<file path="config.mk">
export PLATFORM = sky130hd
export DESIGN_NAME = disp_pwr_req
export DESIGN_NICKNAME = d
export VERILOG_FILES = /design/src/rtl/disp_pwr_pkg.sv /design/src/rtl/dpr_rail.sv /design/src/rtl/dpr_readmux.sv /design/src/rtl/disp_pwr_req.sv
export SDC_FILE = /design/constraint.sdc
export NUM_CORES = 1
export LEC_CHECK = 0
export ABC_AREA = 1
export BUFFER_PORTS_ARGS = -buffer_cell sky130_fd_sc_hd__buf_2
export CAP_MARGIN = 40
export CORE_MARGIN = 2
export CORE_UTILIZATION = 40
export CTS_CLUSTER_DIAMETER = 50
export DETAILED_ROUTE_END_ITERATION = 8
export PLACE_DENSITY = 0.68
export SLEW_MARGIN = 5
export SYNTH_ARGS = -nofsm -noshare
export SYNTH_HDL_FRONTEND = slang
export SYNTH_SLANG_ARGS = --single-unit
export TNS_END_PERCENT = 50
</file>
<file path="constraint.sdc">
create_clock -name clk -period 2.8 [get_ports clk]
set_input_delay 0.56 -clock clk [delete_from_list [all_inputs] [get_ports clk]]
set_output_delay 0.56 -clock clk [all_outputs]
set_load 0.01 [all_outputs]
</file>
<file path="src/rtl/disp_pwr_pkg.sv">
package disp_pwr_pkg;
   localparam int RAILS    = 3;
   localparam int REQ_BITS = 2 * RAILS;

   typedef enum logic [1:0] {
      RAIL_PANEL = 2'd0,
      RAIL_BOT   = 2'd1,
      RAIL_TOP   = 2'd2
   } rail_e;

   // status word bit for each rail
   function automatic int stat_pos(input int rail);
      case (rail)
         0:       return 7;
         1:       return 5;
         default: return 6;
      endcase
   endfunction

   function automatic int off_pos(input int rail);
      return 2 * rail;
   endfunction

   function automatic int on_pos(input int rail);
      return 2 * rail + 1;
   endfunction
endpackage

</file>
<file path="src/rtl/dpr_rail.sv">
module dpr_rail #(
   parameter bit CLR_ON_ACC = 1'b0,
   parameter bit PRESENT    = 1'b1
) (
   input  logic clk,
   input  logic rst_n,
   input  logic wr_off,
   input  logic wr_on,
   input  logic acc,
   input  logic done,
   output logic pend_off,
   output logic pend_on,
   output logic req,
   output logic req_on,
   output logic busy,
   output logic state,
   output logic fin
);
   logic tgt_q;
   logic take;
   logic wr_ok;
   logic clr_now;

   assign req     = PRESENT & (pend_off | pend_on) & ~busy;
   assign req_on  = pend_on;
   assign take    = acc & req;
   assign fin     = done & busy;
   // panel pair may queue behind an in-flight request; backlight pairs are frozen
   assign wr_ok   = PRESENT & (CLR_ON_ACC | ~(busy | take));
   assign clr_now = CLR_ON_ACC ? take : fin;

   always_ff @(posedge clk) begin
      if (!rst_n) begin
         pend_off <= 1'b0;
         pend_on  <= 1'b0;
         busy     <= 1'b0;
         tgt_q    <= 1'b0;
         state    <= 1'b0;
      end else begin
         if (take) begin
            busy  <= 1'b1;
            tgt_q <= pend_on;
         end
         if (fin) begin
            busy  <= 1'b0;
            state <= tgt_q;
         end
         if (clr_now) begin
            pend_off <= 1'b0;
            pend_on  <= 1'b0;
         end
         if (wr_ok && wr_off) begin
            pend_off <= 1'b1;
            pend_on  <= 1'b0;
         end else if (wr_ok && wr_on) begin
            pend_on  <= 1'b1;
            pend_off <= 1'b0;
         end
      end
   end
endmodule

</file>
<file path="src/rtl/dpr_readmux.sv">
module dpr_readmux
   import disp_pwr_pkg::*;
#(
   parameter int ADDR_W    = 2,
   parameter int DATA_W    = 8,
   parameter int REQ_ADDR  = 0,
   parameter int STAT_ADDR = 1
) (
   input  logic [ADDR_W-1:0]   addr,
   input  logic [REQ_BITS-1:0] pend,
   input  logic [RAILS-1:0]    state,
   output logic [DATA_W-1:0]   rdata
);
   logic [DATA_W-1:0] req_word;
   logic [DATA_W-1:0] stat_word;

   always_comb begin
      req_word = '0;
      req_word[REQ_BITS-1:0] = pend;
      stat_word = '0;
      for (int r = 0; r < RAILS; r++) begin
         stat_word[stat_pos(r)] = state[r];
      end
   end

   always_comb begin
      if (addr == ADDR_W'(REQ_ADDR))       rdata = req_word;
      else if (addr == ADDR_W'(STAT_ADDR)) rdata = stat_word;
      else                                 rdata = '0;
   end
endmodule

</file>
<file path="src/rtl/disp_pwr_req.sv">
module disp_pwr_req
   import disp_pwr_pkg::*;
#(
   parameter int ADDR_W    = 2,
   parameter int DATA_W    = 8,
   parameter int REQ_ADDR  = 0,
   parameter int STAT_ADDR = 1,
   parameter bit SINGLE_BL = 1'b0
) (
   input  logic              clk,
   input  logic              rst_n,
   input  logic              bus_wr,
   input  logic [ADDR_W-1:0] bus_addr,
   input  logic [DATA_W-1:0] bus_wdata,
   output logic [DATA_W-1:0] bus_rdata,
   output logic [2:0]        seq_req,
   output logic [2:0]        seq_on,
   input  logic [2:0]        seq_acc,
   input  logic [2:0]        seq_done,
   output logic              evt_done
);
   localparam int MAX_ADDR = (1 << ADDR_W) - 1;

   generate
      if (DATA_W < 8) begin : g_chk_width
         $error("DATA_W must hold the status word");
      end
      if (REQ_ADDR == STAT_ADDR) begin : g_chk_addr
         $error("request and status addresses must differ");
      end
      if (REQ_ADDR > MAX_ADDR || STAT_ADDR > MAX_ADDR) begin : g_chk_range
         $error("register address exceeds ADDR_W");
      end
   endgenerate

   logic                wr_hit;
   logic [REQ_BITS-1:0] wr_bits;
   logic [REQ_BITS-1:0] pend_vec;
   logic [RAILS-1:0]    state_vec;
   logic [RAILS-1:0]    busy_vec;
   logic [RAILS-1:0]    fin_vec;
   logic                unused_hi;

   assign wr_hit    = bus_wr && (bus_addr == ADDR_W'(REQ_ADDR));
   assign wr_bits   = wr_hit ? bus_wdata[REQ_BITS-1:0] : '0;
   assign unused_hi = ^bus_wdata[DATA_W-1:REQ_BITS] ^ (^busy_vec);

   generate
      for (genvar r = 0; r < RAILS; r++) begin : g_rail
         dpr_rail #(
            .CLR_ON_ACC (r == int'(RAIL_PANEL)),
            .PRESENT    (!(SINGLE_BL && (r == int'(RAIL_TOP))))
         ) u_rail (
            .clk      (clk),
            .rst_n    (rst_n),
            .wr_off   (wr_bits[2*r]),
            .wr_on    (wr_bits[2*r+1]),
            .acc      (seq_acc[r]),
            .done     (seq_done[r]),
            .pend_off (pend_vec[2*r]),
            .pend_on  (pend_vec[2*r+1]),
            .req      (seq_req[r]),
            .req_on   (seq_on[r]),
            .busy     (busy_vec[r]),
            .state    (state_vec[r]),
            .fin      (fin_vec[r])
         );
      end
   endgenerate

   always_ff @(posedge clk) begin
      if (!rst_n) evt_done <= 1'b0;
      else        evt_done <= |fin_vec;
   end

   dpr_readmux #(
      .ADDR_W    (ADDR_W),
      .DATA_W    (DATA_W),
      .REQ_ADDR  (REQ_ADDR),
      .STAT_ADDR (STAT_ADDR)
   ) u_readmux (
      .addr  (bus_addr),
      .pend  (pend_vec),
      .state (state_vec),
      .rdata (bus_rdata)
   );
endmodule

</file>
# After elaboration in Yosys (flattened, before gate mapping)
# Index checks and enable logic that the tools add are counted.
# Widths: inputs -> output; s select.
classes:
  eq_ne: 1
  muxes: 15
  bitwise: 20
  reduce_logical: 19
ops:
  columns: ["operator", "count"]
  rows:
  - ["$mux 8", 2]
  - ["$mux 1", 12]
  - ["$reduce_or 2->1", 6]
  - ["$and 1x1->1", 9]
  - ["$reduce_bool 3->1", 3]
  - ["$mux 6", 1]
  - ["$not 1->1", 6]
  - ["$reduce_bool 2->1", 3]
  - ["$logic_and 1x1->1", 5]
  - ["$or 1x1->1", 5]
  - ["$reduce_or 3->1", 1]
  - ["$eq 2x1->1 const B", 1]
  - ["$logic_not 2->1", 1]
word_totals:
  reg_bits: 16
  in_bits: 19
  out_inout_bits: 15
  wordCells: 71

# Logic depth before layout (Yosys ltp)
# Gate-level depths: netlist (run 1).
logic_depth:
  depth_word: 8
  ltp_mapped: 6
  ltp_nobuf: 6

# Modules after synthesis
# A second synthesis (run 1) with hierarchy kept.
hier_totals:
  cells_unflattened: 131
  area_unflattened_um2: 908.4
by_module_without_submodules:
  columns: ["module", "instances", "cells_each", "area_each_um2", "seq_area_each_um2"]
  rows:
  - ["dpr_rail (g_rail[1].u_rail ...)", 2, 30, 247.7, 100.1]
  - ["dpr_rail (g_rail[0].u_rail)", 1, 31, 226.5, 100.1]
  - ["dpr_readmux", 1, 21, 95.1, 0.0]
  - ["disp_pwr_req", 1, 19, 91.3, 20.0]

# Worst setup path before layout (run 1)
# No wires, ideal clock.
synth_timing:
  kind: "input -> output"
  startpoint: "input bus_addr[1]"
  endpoint: "output bus_rdata[5]"
  arrival_ns: 1.065
  required_time_ns: 2.240
  setup_slack_ns: 1.175
  stages: 3
  path_cell_list: "inv_1 -> nand2_1 -> o21ai_0"
synth_via:
  elab_chain_len: 3
  word_cells_on_any_way: 4
  classes_between: "1 x eq/ne; 2 x mux; 1 x reduce/logical"
synth_lines:
  columns: ["item", "line_no", "rtl"]
  rows:
  - ["start, declared", "disp_pwr_req.sv:13", "input logic [ADDR_W-1:0] bus_addr,"]
  - ["$eq 2x1->1", "dpr_readmux.sv:28", "else if (addr == ADDR_W'(STAT_ADDR)) rdata = stat_word;"]
  - ["$mux 8", "dpr_readmux.sv:28", null]
  - ["$mux 8 *", "dpr_readmux.sv:27", "if (addr == ADDR_W'(REQ_ADDR)) rdata = req_word;"]
  - ["end, declared", "disp_pwr_req.sv:15", "output logic [DATA_W-1:0] bus_rdata,"]
# Mark *: on every way between the ends. The rest lies on a longest branch, timed or not.

# Worst setup path in the final report (run 1)
# Same ends and word-level chain as after synthesis.

==> results of run 1 <==
## through the flow
stage	hold slack [ps]	cells	setup slack, ps	utilization (%)	instance area [sq um]
finish	452.6	171	965.4	50.95	1010
CTS	455.7	171	965.7	50.95	1010
global placement	439.8	168	939.4	49.81	987.2
floorplan	429.5	117	1175	-	848.3
detailed placement	441.5	168	963.8	49.81	987.2
global route	481.0	171	847.8	50.95	1010
## synth_stat cells
library cell and number:
inv_1 12, buf_2 1, nand2_1 15, o21ai_0 6, a21oi_1 9, nand3_2 3
a21oi_2 3, a21oi_4 3, nor3_2 2, nand2_2 6, dfxtp_1 16, nand3_1 4
buf_4 6, inv_2 8, nor2_1 21, nor3_1 2
## metal layers
layer	GRT usage (%)	vias up	routed length [um]
li1	-	415	-
met1	18.88	341	771
met2	24.12	23	817
met3	4.848	4	103
met4	6.481	0	17
met5	0	-	0
## sequential cells by signal (all words and copies together) (netlist names)
register / flops
evt_done: 1
g_rail.u_rail.tgt_q: 3
g_rail.u_rail.state: 3
g_rail.u_rail.busy: 3
g_rail.u_rail.pend_off: 3
g_rail.u_rail.pend_on: 3
## layout make-up
cell class | instances | area, sq um | share of cell area, %
Sequential cell | 16 | 320.3 | 31.72
Tap cell | 27 | 33.78 | 3.346
Inverter | 20 | 75.07 | 7.435
Timing Repair Buffer | 31 | 155.1 | 15.37
Clock buffer | 3 | 22.52 | 2.230
Multi-Input combinational cell | 74 | 402.9 | 39.90
## logic make-up after synthesis
family / count (synthesis)
buf+inv: 27
compound gates: 21
flops: 16
simple gates: 53
## placed cells by master, fill, tap and decap left out, drive strengths merged
| cell | count |
|---|---|
| dfxtp | 16 |
| a21oi | 15 |
| clkbuf | 3 |
| o21ai | 6 |
| nand3 | 7 |
| nor3 | 4 |
| nand2 | 21 |
| nor2 | 21 |
| inv | 20 |
| buf | 31 |
## where the power goes
group          total (uW)  leakage (uW)  switching, uW  internal (uW)
clock network         118     0.0000138           68.4           49.9
registers             242      0.000130           6.70            236
logic                69.0      0.000359           40.9           28.1
total                 430      0.000503            116            314
## worst max-delay path by stage
stage                startpoint           end  slack, ps  cells after the start
floorplan           bus_addr[1]  bus_rdata[5]       1180                      3
global placement    bus_addr[1]  bus_rdata[5]        940                      5
detailed placement  bus_addr[1]  bus_rdata[5]        960                      5
CTS                 bus_addr[1]  bus_rdata[5]        970                      5
global route        bus_addr[1]  bus_rdata[5]        850                      5
finish              bus_addr[1]  bus_rdata[5]        970                      5
## worst min-delay path, stage by stage, from the launching register on
cell     delay (ps)
dfxtp_1         310
inv_1            60
a21oi_1          50
==> flow_metrics.py, run 1 <==
metrics = {
    "yosys": {
        "yosys.area.top_type": "dfxtp_1",
        "synth_warnings": 0,
        "synth_area_sq_um": 848.3,
        "synth-compound-area-share_pct": 17.70,
        "synth_mux_area_share_pct": 0,
        "synthAdderAreaFrac_pct": 0,
        "syn_avg_cell_area_sq_um": 7.251,
        "synth_cells": 117,
        "seq_area_frac_synth_pct": 37.76,
        "yosys_register_bits": 16,
        "synth-simple-area-share_pct": 29.79,
        "yosysTopAreaCellShare_pct": 37.76,
        "synth_top_family_by_area": "simple AND/OR/NAND/NOR gates",
        "synth_area_leaders": "dfxtp_1 38%, nor2_1 9.3%, nand2_1 6.6%, a21oi_4 5.8%, a21oi_1 5.3%",
        "synth_nets": 136,
        "synth_cell_types": 16,
        "synth_xor_area_share_pct": 0,
    },
    "pwr": {
        "power_leakage_uw": 0.0005027,
        "vdd_ir_drop_max_v": 0.0002025,
        "total_power_uw": 429.7,
        "power_density_nw_per_um2": 425.6,
    },
    "sta": {
        "finalCritPeriodShare_pct": 65.52,
        "fin_tns_setup_ps": 0,
        "slew_headroom_pct": 83.12,
        "clock_skew_ps": 5.274,
        "fin_crit_ps": 1835,
        "rsz0062_at_grt": "false",
        "clock.fmax_mhz": 545.1,
        "setup_viol": 0,
        "slew_viol_final": 0,
        "worst_pin_slew_ps": 252.9,
        "hold_viol": 0,
    },
    "worst_hold_path": {
        "hold-path-endpoint": "g_rail[2].u_rail.state",
        "min_from": "g_rail[2].u_rail.state",
        "hold-path-cell-count": 2,
        "worstHoldPathType": "reg2reg",
    },
    "clock_network": {
        "cts_made_buffers": 3,
        "ctsResizeCount": 0,
        "cts_max_path_buffers": 2,
        "clk_pin_slew_ps": 90,
        "clkSinkCount": 16,
        "post-cts-setup-buffers": 0,
        "cts-root-buf": "clkbuf_4",
        "cts_hold_buf": 0,
        "h-tree-depth": 1,
        "clock_latency_ps": 280,
        "cts_tree": "done",
    },
    "grt": {
        "grt_max_degree": 12,
        "overflow": 0,
        "groute.usage.overall_pct": 15.26,
        "grt_pass1_wl_um": 2925,
        "antenna_found_initial": 0,
        "grt_pass1_vias": 707,
    },
    "drt": {
        "firstDrtPassIters": 4,
        "via_per_inst": 4.579,
        "drt-initial-drc-count": 5,
        "wl_um": 1709,
        "routed-via-count": 783,
        "routedWlPerCell_um": 9.994,
        "drc": 0,
        "ant_nets": 0,
    },
    "worst_setup_path": {
        "startpoint_type": "input port",
        "critPathTopFamily": "buffers and inverters",
        "path_cells": "buf_2 -> inv_1 -> nand2_1 -> o21ai_0 -> buf_2",
        "slowest_stage": "o21ai_0",
        "crit_fanout": 6,
        "reg2reg_to": "g_rail[0].u_rail.pend_off",
        "slowest_delay_ps": 190,
        "crit_top_cell": "buf_2",
        "worstPathRequired_ps": 2240,
        "critical_path_buf_inv_count": 3,
        "reg2reg_from": "g_rail[0].u_rail.pend_on",
        "cp-end-kind": "output port",
        "rrSetupSlack_ps": 1820,
        "path_class": "in2out",
        "rr_worst_depth": 5,
        "arrival_ps": 1270,
    },
    "floorplanning": {
        "dieHeight_um": 50.05,
        "die_w_um": 50.05,
        "ios": 34,
        "coreArea_sq_um": 1982,
        "dieArea_sq_um": 2505,
        "start_util_pct": 42.80,
        "num_rows": 16,
    },
    "placement": {
        "dp_hpwl_um": 1369,
        "port_buffers": 31,
        "routabilityCongestion": 0.7944,
    },
    "final_layout": {
        "nets": 165,
        "antenna_cells": 0,
        "layout-drive-gt1-share_pct": 40.97,
        "area.growth.synth_to_final_pct": 19.03,
        "fillers": 197,
    },
    "flow_run": {
        "max_cap_viol_count": 0,
    },
    "outcome": {
        "status": "complete, no violations",
    },
}
No activity file was read; power rests on OpenSTA's default activity.
==> inputs of run 2 (changes only) <==
==> constraint.sdc (replaced) <==
create_clock -name clk -period 1.8 [get_ports clk]
set_input_delay 0.36 -clock clk [delete_from_list [all_inputs] [get_ports clk]]
set_output_delay 0.36 -clock clk [all_outputs]
set_load 0.01 [all_outputs]
==> run 2 against run 1 <==
  * Via count rose by 0.51%
  * Utilization rose by 0.69 points
  * Design area rose by 1.4%
  * Non-clock buffer count did not move
==> flow_metrics.py, run 2 (synthesis gave the netlist of run 1 again) <==
metrics = {
    "worst_setup_path": {
        "slowest_delay_ps": 240,
        "worstPathRequired_ps": 1440,
        "cp-end-kind": "output port",
        "critical_path_depth": 5,
        "crit_top_cell": "buf_2",
        "path_class": "in2out",
        "reg2reg_to": "g_rail[2].u_rail.pend_off",
        "rr_worst_depth": 5,
        "startpoint_type": "input port",
        "crit_end": "bus_rdata[5]",
        "critPathTopFamily": "buffers and inverters",
        "crit_fanout": 6,
        "arrival_ps": 1150,
        "slowest_stage": "o21ai_0",
        "reg2reg_from": "g_rail[2].u_rail.pend_on",
        "path_cells": "buf_2 -> inv_1 -> nand2_1 -> o21ai_0 -> buf_2",
        "critical_path_buf_inv_count": 3,
        "startpoint": "bus_addr[1]",
        "rrSetupSlack_ps": 800,
    },
    "drt": {
        "route.met2.wl_um": 874,
        "drt-initial-drc-count": 12,
        "routedWlPerCell_um": 10.47,
        "ant_nets": 0,
        "highest_layer": "met4",
        "wl_met3_um": 106,
        "routed-via-count": 787,
        "drc": 0,
        "firstDrtPassIters": 4,
        "via_per_inst": 4.576,
        "wl_met1_um": 808,
        "wl_um": 1800,
    },
    "sta": {
        "worst_pin_slew_ps": 258.8,
        "finalCritPeriodShare_pct": 83.68,
        "fin_tns_setup_ps": 0,
        "clock.fmax_mhz": 663.9,
        "setup_viol": 0,
        "whs_ps": 326.6,
        "clock_skew_ps": 1.952,
        "slew_viol_final": 0,
        "slew_headroom_pct": 82.73,
        "fin_crit_ps": 1506,
        "rsz0062_at_grt": "false",
        "hold_viol": 0,
    },
    "final_layout": {
        "multi_input_area_sq_um": 402.9,
        "layout_commonest_cell": "buf_2",
        "area.growth.synth_to_final_pct": 20.65,
        "layout-drive-gt1-share_pct": 41.38,
        "final_cell_mix": "31 x buf_2, 21 x nor2_1, 16 x dfxtp_1, 15 x nand2_1, 12 x inv_1",
        "nets": 165,
        "fillers": 190,
        "antenna_cells": 0,
        "stdcell_area_sq_um": 1023,
        "regArea_sq_um": 320.3,
    },
    "pwr": {
        "vdd_ir_drop_max_v": 0.0003384,
        "power_density_nw_per_um2": 711.5,
        "power_leakage_uw": 0.0005099,
    },
    "grt": {
        "groute.usage.overall_pct": 15.44,
        "grt_max_degree": 12,
        "overflow": 0,
        "grt_pass1_vias": 709,
        "antenna_found_initial": 0,
        "grt_pass1_wl_um": 3008,
    },
    "clock_network": {
        "cts_hold_buf": 0,
        "cts_max_path_buffers": 2,
        "ctsResizeCount": 0,
        "h-tree-depth": 1,
        "cts-root-buf": "clkbuf_4",
        "cts_made_buffers": 3,
        "post-cts-setup-buffers": 0,
        "clkSinkCount": 16,
        "cts_tree": "done",
        "clk_pin_slew_ps": 100,
        "clock_latency_ps": 290,
    },
    "worst_hold_path": {
        "worstHoldPathType": "in2reg",
        "hold-path-cell-count": 4,
    },
    "floorplanning": {
        "num_rows": 16,
        "die_w_um": 50.05,
        "dieHeight_um": 50.05,
        "dieArea_sq_um": 2505,
        "start_util_pct": 42.80,
        "coreArea_sq_um": 1982,
        "ios": 34,
    },
    "flow_run": {
        "max_cap_viol_count": 0,
    },
    "placement": {
        "port_buffers": 31,
        "dp_hpwl_um": 1412,
        "place_area_sq_um": 987.2,
        "routabilityCongestion": 0.8059,
    },
    "outcome": {
        "status": "complete, no violations",
    },
}
[run 2: changes by cell type in the layout (fill, tap and decap cells not counted)]
cell / change
clkbuf_8: +1
[run 2: how the worst min path moves through the flow]
stage               slack [ps]                       end              startpoint
floorplan                  430    g_rail[0].u_rail.state  g_rail[0].u_rail.state
finish                     330  g_rail[0].u_rail.pend_on            bus_wdata[0]
global route               330  g_rail[0].u_rail.pend_on            bus_wdata[1]
CTS                        310  g_rail[0].u_rail.pend_on            bus_wdata[0]
detailed placement         440    g_rail[2].u_rail.state  g_rail[2].u_rail.state
global placement           440    g_rail[2].u_rail.state  g_rail[2].u_rail.state
[run 2: final cells by class]
cell class,count,share of cell area (%)
sequential,16,31.30
multi-input combinational,74,39.36
timing repair buffer,31,15.16
tap,27,3.301
clock buffer,4,3.545
inverter,20,7.335
[run 2: metal layers]
metal | up-vias | track usage [%]
met5 | - | 0
met4 | 0 | 5.556
met3 | 2 | 2.727
met2 | 22 | 26.75
met1 | 345 | 18.87
li1 | 418 | -
[run 2: tightest hold or removal path, delay by kind of cell]
family	cells	cell delay, ps
AO/OA/AOI/OAI	1	30
AND/OR/NAND/NOR	2	110
buffers and inverters	1	80
[run 2: power breakdown]
part           total, uW  internal, uW  switching (uW)  leakage (uW)
clock                243           123             119     0.0000210
sequential           377           367            10.5      0.000130
combinational        108          43.7            64.6      0.000359
[run 2: stage by stage]
step	util (%)	worst slack, ps	power [uW]	std cells
CTS	51.64	276.6	739.0	172
floorplan	-	575.1	460.5	117
finish	51.64	293.7	728.2	172
detailed placement	49.81	272.0	494.0	168
global placement	49.81	341.4	491.1	168
global route	51.64	195.1	763.6	172
==> inputs of run 3 (changes only) <==
==> constraint.sdc (replaced) <==
create_clock -name clk -period 1.6 [get_ports clk]
set_input_delay 0.32 -clock clk [delete_from_list [all_inputs] [get_ports clk]]
set_output_delay 0.32 -clock clk [all_outputs]
set_load 0.01 [all_outputs]
==> run 3 against run 2 <==
  * Via count grew 0.13%
  * Global-route usage shrank 0.53 points
  * Sequential power grew 12%
  * Critical endpoint unchanged
  * Sequential share of layout area is the same
  * Clock skew rose by 2.3 ps
  * Final cell count is the same
  * Count of clock-buffer cells in the layout unchanged
  * Worst hold slack got worse by 29 ps
  * Non-clock buffer count did not move
  * Register-to-register slack lost 180 ps
  * Total power grew 12%
==> flow_metrics.py, run 3 (synthesis gave the netlist of run 1 again) <==
metrics = {
    "grt": {
        "grt_pass1_vias": 688,
        "overflow": 0,
        "antenna_found_initial": 0,
        "grt_pass1_wl_um": 2911,
        "grt_max_degree": 12,
        "groute.usage.overall_pct": 14.91,
    },
    "floorplanning": {
        "dieHeight_um": 50.05,
        "start_util_pct": 42.80,
        "ios": 34,
        "dieArea_sq_um": 2505,
        "die_w_um": 50.05,
        "coreArea_sq_um": 1982,
        "num_rows": 16,
    },
    "placement": {
        "dp_hpwl_um": 1404,
        "port_buffers": 31,
        "pre_cts_ws_ps": 184.9,
        "dp.cells": 168,
        "routabilityCongestion": 0.7982,
    },
    "drt": {
        "wl_um": 1766,
        "routedWlPerCell_um": 10.27,
        "routed-via-count": 788,
        "ant_nets": 0,
        "drt-initial-drc-count": 8,
        "drc": 0,
        "via_per_inst": 4.581,
        "firstDrtPassIters": 4,
    },
    "sta": {
        "fin_crit_ps": 1426,
        "rsz0062_at_grt": "false",
        "finalCritPeriodShare_pct": 89.11,
        "whs_ps": 297.4,
        "clock.fmax_mhz": 701.4,
        "worst_pin_slew_ps": 253.3,
        "clock_skew_ps": 4.289,
        "fin_ws_ps": 174.2,
        "slew_headroom_pct": 83.09,
        "slew_viol_final": 0,
        "setup_viol": 0,
        "hold_viol": 0,
        "fin_tns_setup_ps": 0,
    },
    "clock_network": {
        "clock_latency_ps": 280,
        "clkSinkCount": 16,
        "h-tree-depth": 1,
        "cts_hold_buf": 0,
        "ctsResizeCount": 0,
        "cts_max_path_buffers": 2,
        "cts_made_buffers": 3,
        "clk_pin_slew_ps": 100,
        "cts_tree": "done",
        "cts-root-buf": "clkbuf_4",
        "post-cts-setup-buffers": 0,
    },
    "worst_setup_path": {
        "slowest_delay_ps": 240,
        "startpoint_type": "input port",
        "cp-end-kind": "output port",
        "worstPathRequired_ps": 1280,
        "slowest_stage": "o21ai_0",
        "crit_fanout": 6,
        "path_class": "in2out",
        "path_cells": "buf_2 -> inv_1 -> nand2_1 -> o21ai_0 -> buf_2",
        "rr_worst_depth": 6,
        "crit_top_cell": "buf_2",
        "arrival_ps": 1110,
    },
    "final_layout": {
        "final_cell_mix": "31 x buf_2, 21 x nor2_1, 16 x dfxtp_1, 15 x nand2_1, 12 x inv_1",
        "antenna_cells": 0,
        "layout-drive-gt1-share_pct": 41.38,
        "nets": 165,
        "layout_commonest_cell": "buf_2",
        "final_cells": 172,
        "fillers": 200,
        "area.growth.synth_to_final_pct": 20.65,
        "utilization_pct": 51.64,
    },
    "worst_hold_path": {
        "hold-path-cell-count": 3,
        "worstHoldPathType": "in2reg",
    },
    "flow_run": {
        "max_cap_viol_count": 0,
    },
    "pwr": {
        "power_density_nw_per_um2": 799.0,
        "power_leakage_uw": 0.0005099,
        "vdd_ir_drop_max_v": 0.0004735,
    },
    "outcome": {
        "status": "complete, no violations",
    },
}
run 3: final cells by class:
cell class	count	area (sq um)	share of cell area [%]
multi-input cells	74	402.9	39.36
flip-flops and latches	16	320.3	31.30
repair buffers	31	155.1	15.16
inverters	20	75.07	7.335
clock buffers	4	36.28	3.545
well taps	27	33.78	3.301
run 3: path summary, 6_finish.rpt:
path	start	slack [ps]	to
max reg2reg	g_rail[1].u_rail.pend_on	620	g_rail[1].u_rail.pend_off
min reg2reg	g_rail[2].u_rail.state	450	g_rail[2].u_rail.state
min	bus_wdata[1]	300	g_rail[0].u_rail.pend_on
max	bus_addr[1]	170	bus_rdata[5]
run 3: stage by stage:
step	power, uW	instance area, sq um
CTS	821.9	1023
detailed placement	555.1	987.2
global placement	552.6	987.2
global route	853.8	1023
finish	817.7	1023
floorplan	518.1	848.3
run 3: metal layers:
metal | GRT usage (%) | wire [um] | share of wire, % | vias to the layer above
met5 | 0 | 0 | 0 | -
met4 | 6.481 | 27 | 1.5 | 0
met3 | 3.636 | 95 | 5.4 | 4
met2 | 24.34 | 829 | 47 | 22
met1 | 18.42 | 813 | 46 | 343
li1 | - | - | - | 419
run 3: report_power, final:
part           switching, uW  internal (uW)  leakage [uW]
combinational           72.3           49.2      0.000359
clock                    134            138     0.0000210
sequential              11.8            413      0.000130
run 3: critical path, delay by kind of cell:
family          cells  cell delay [ps]
compound gates      1              240
simple gates        1              170
buf+inv             3              370
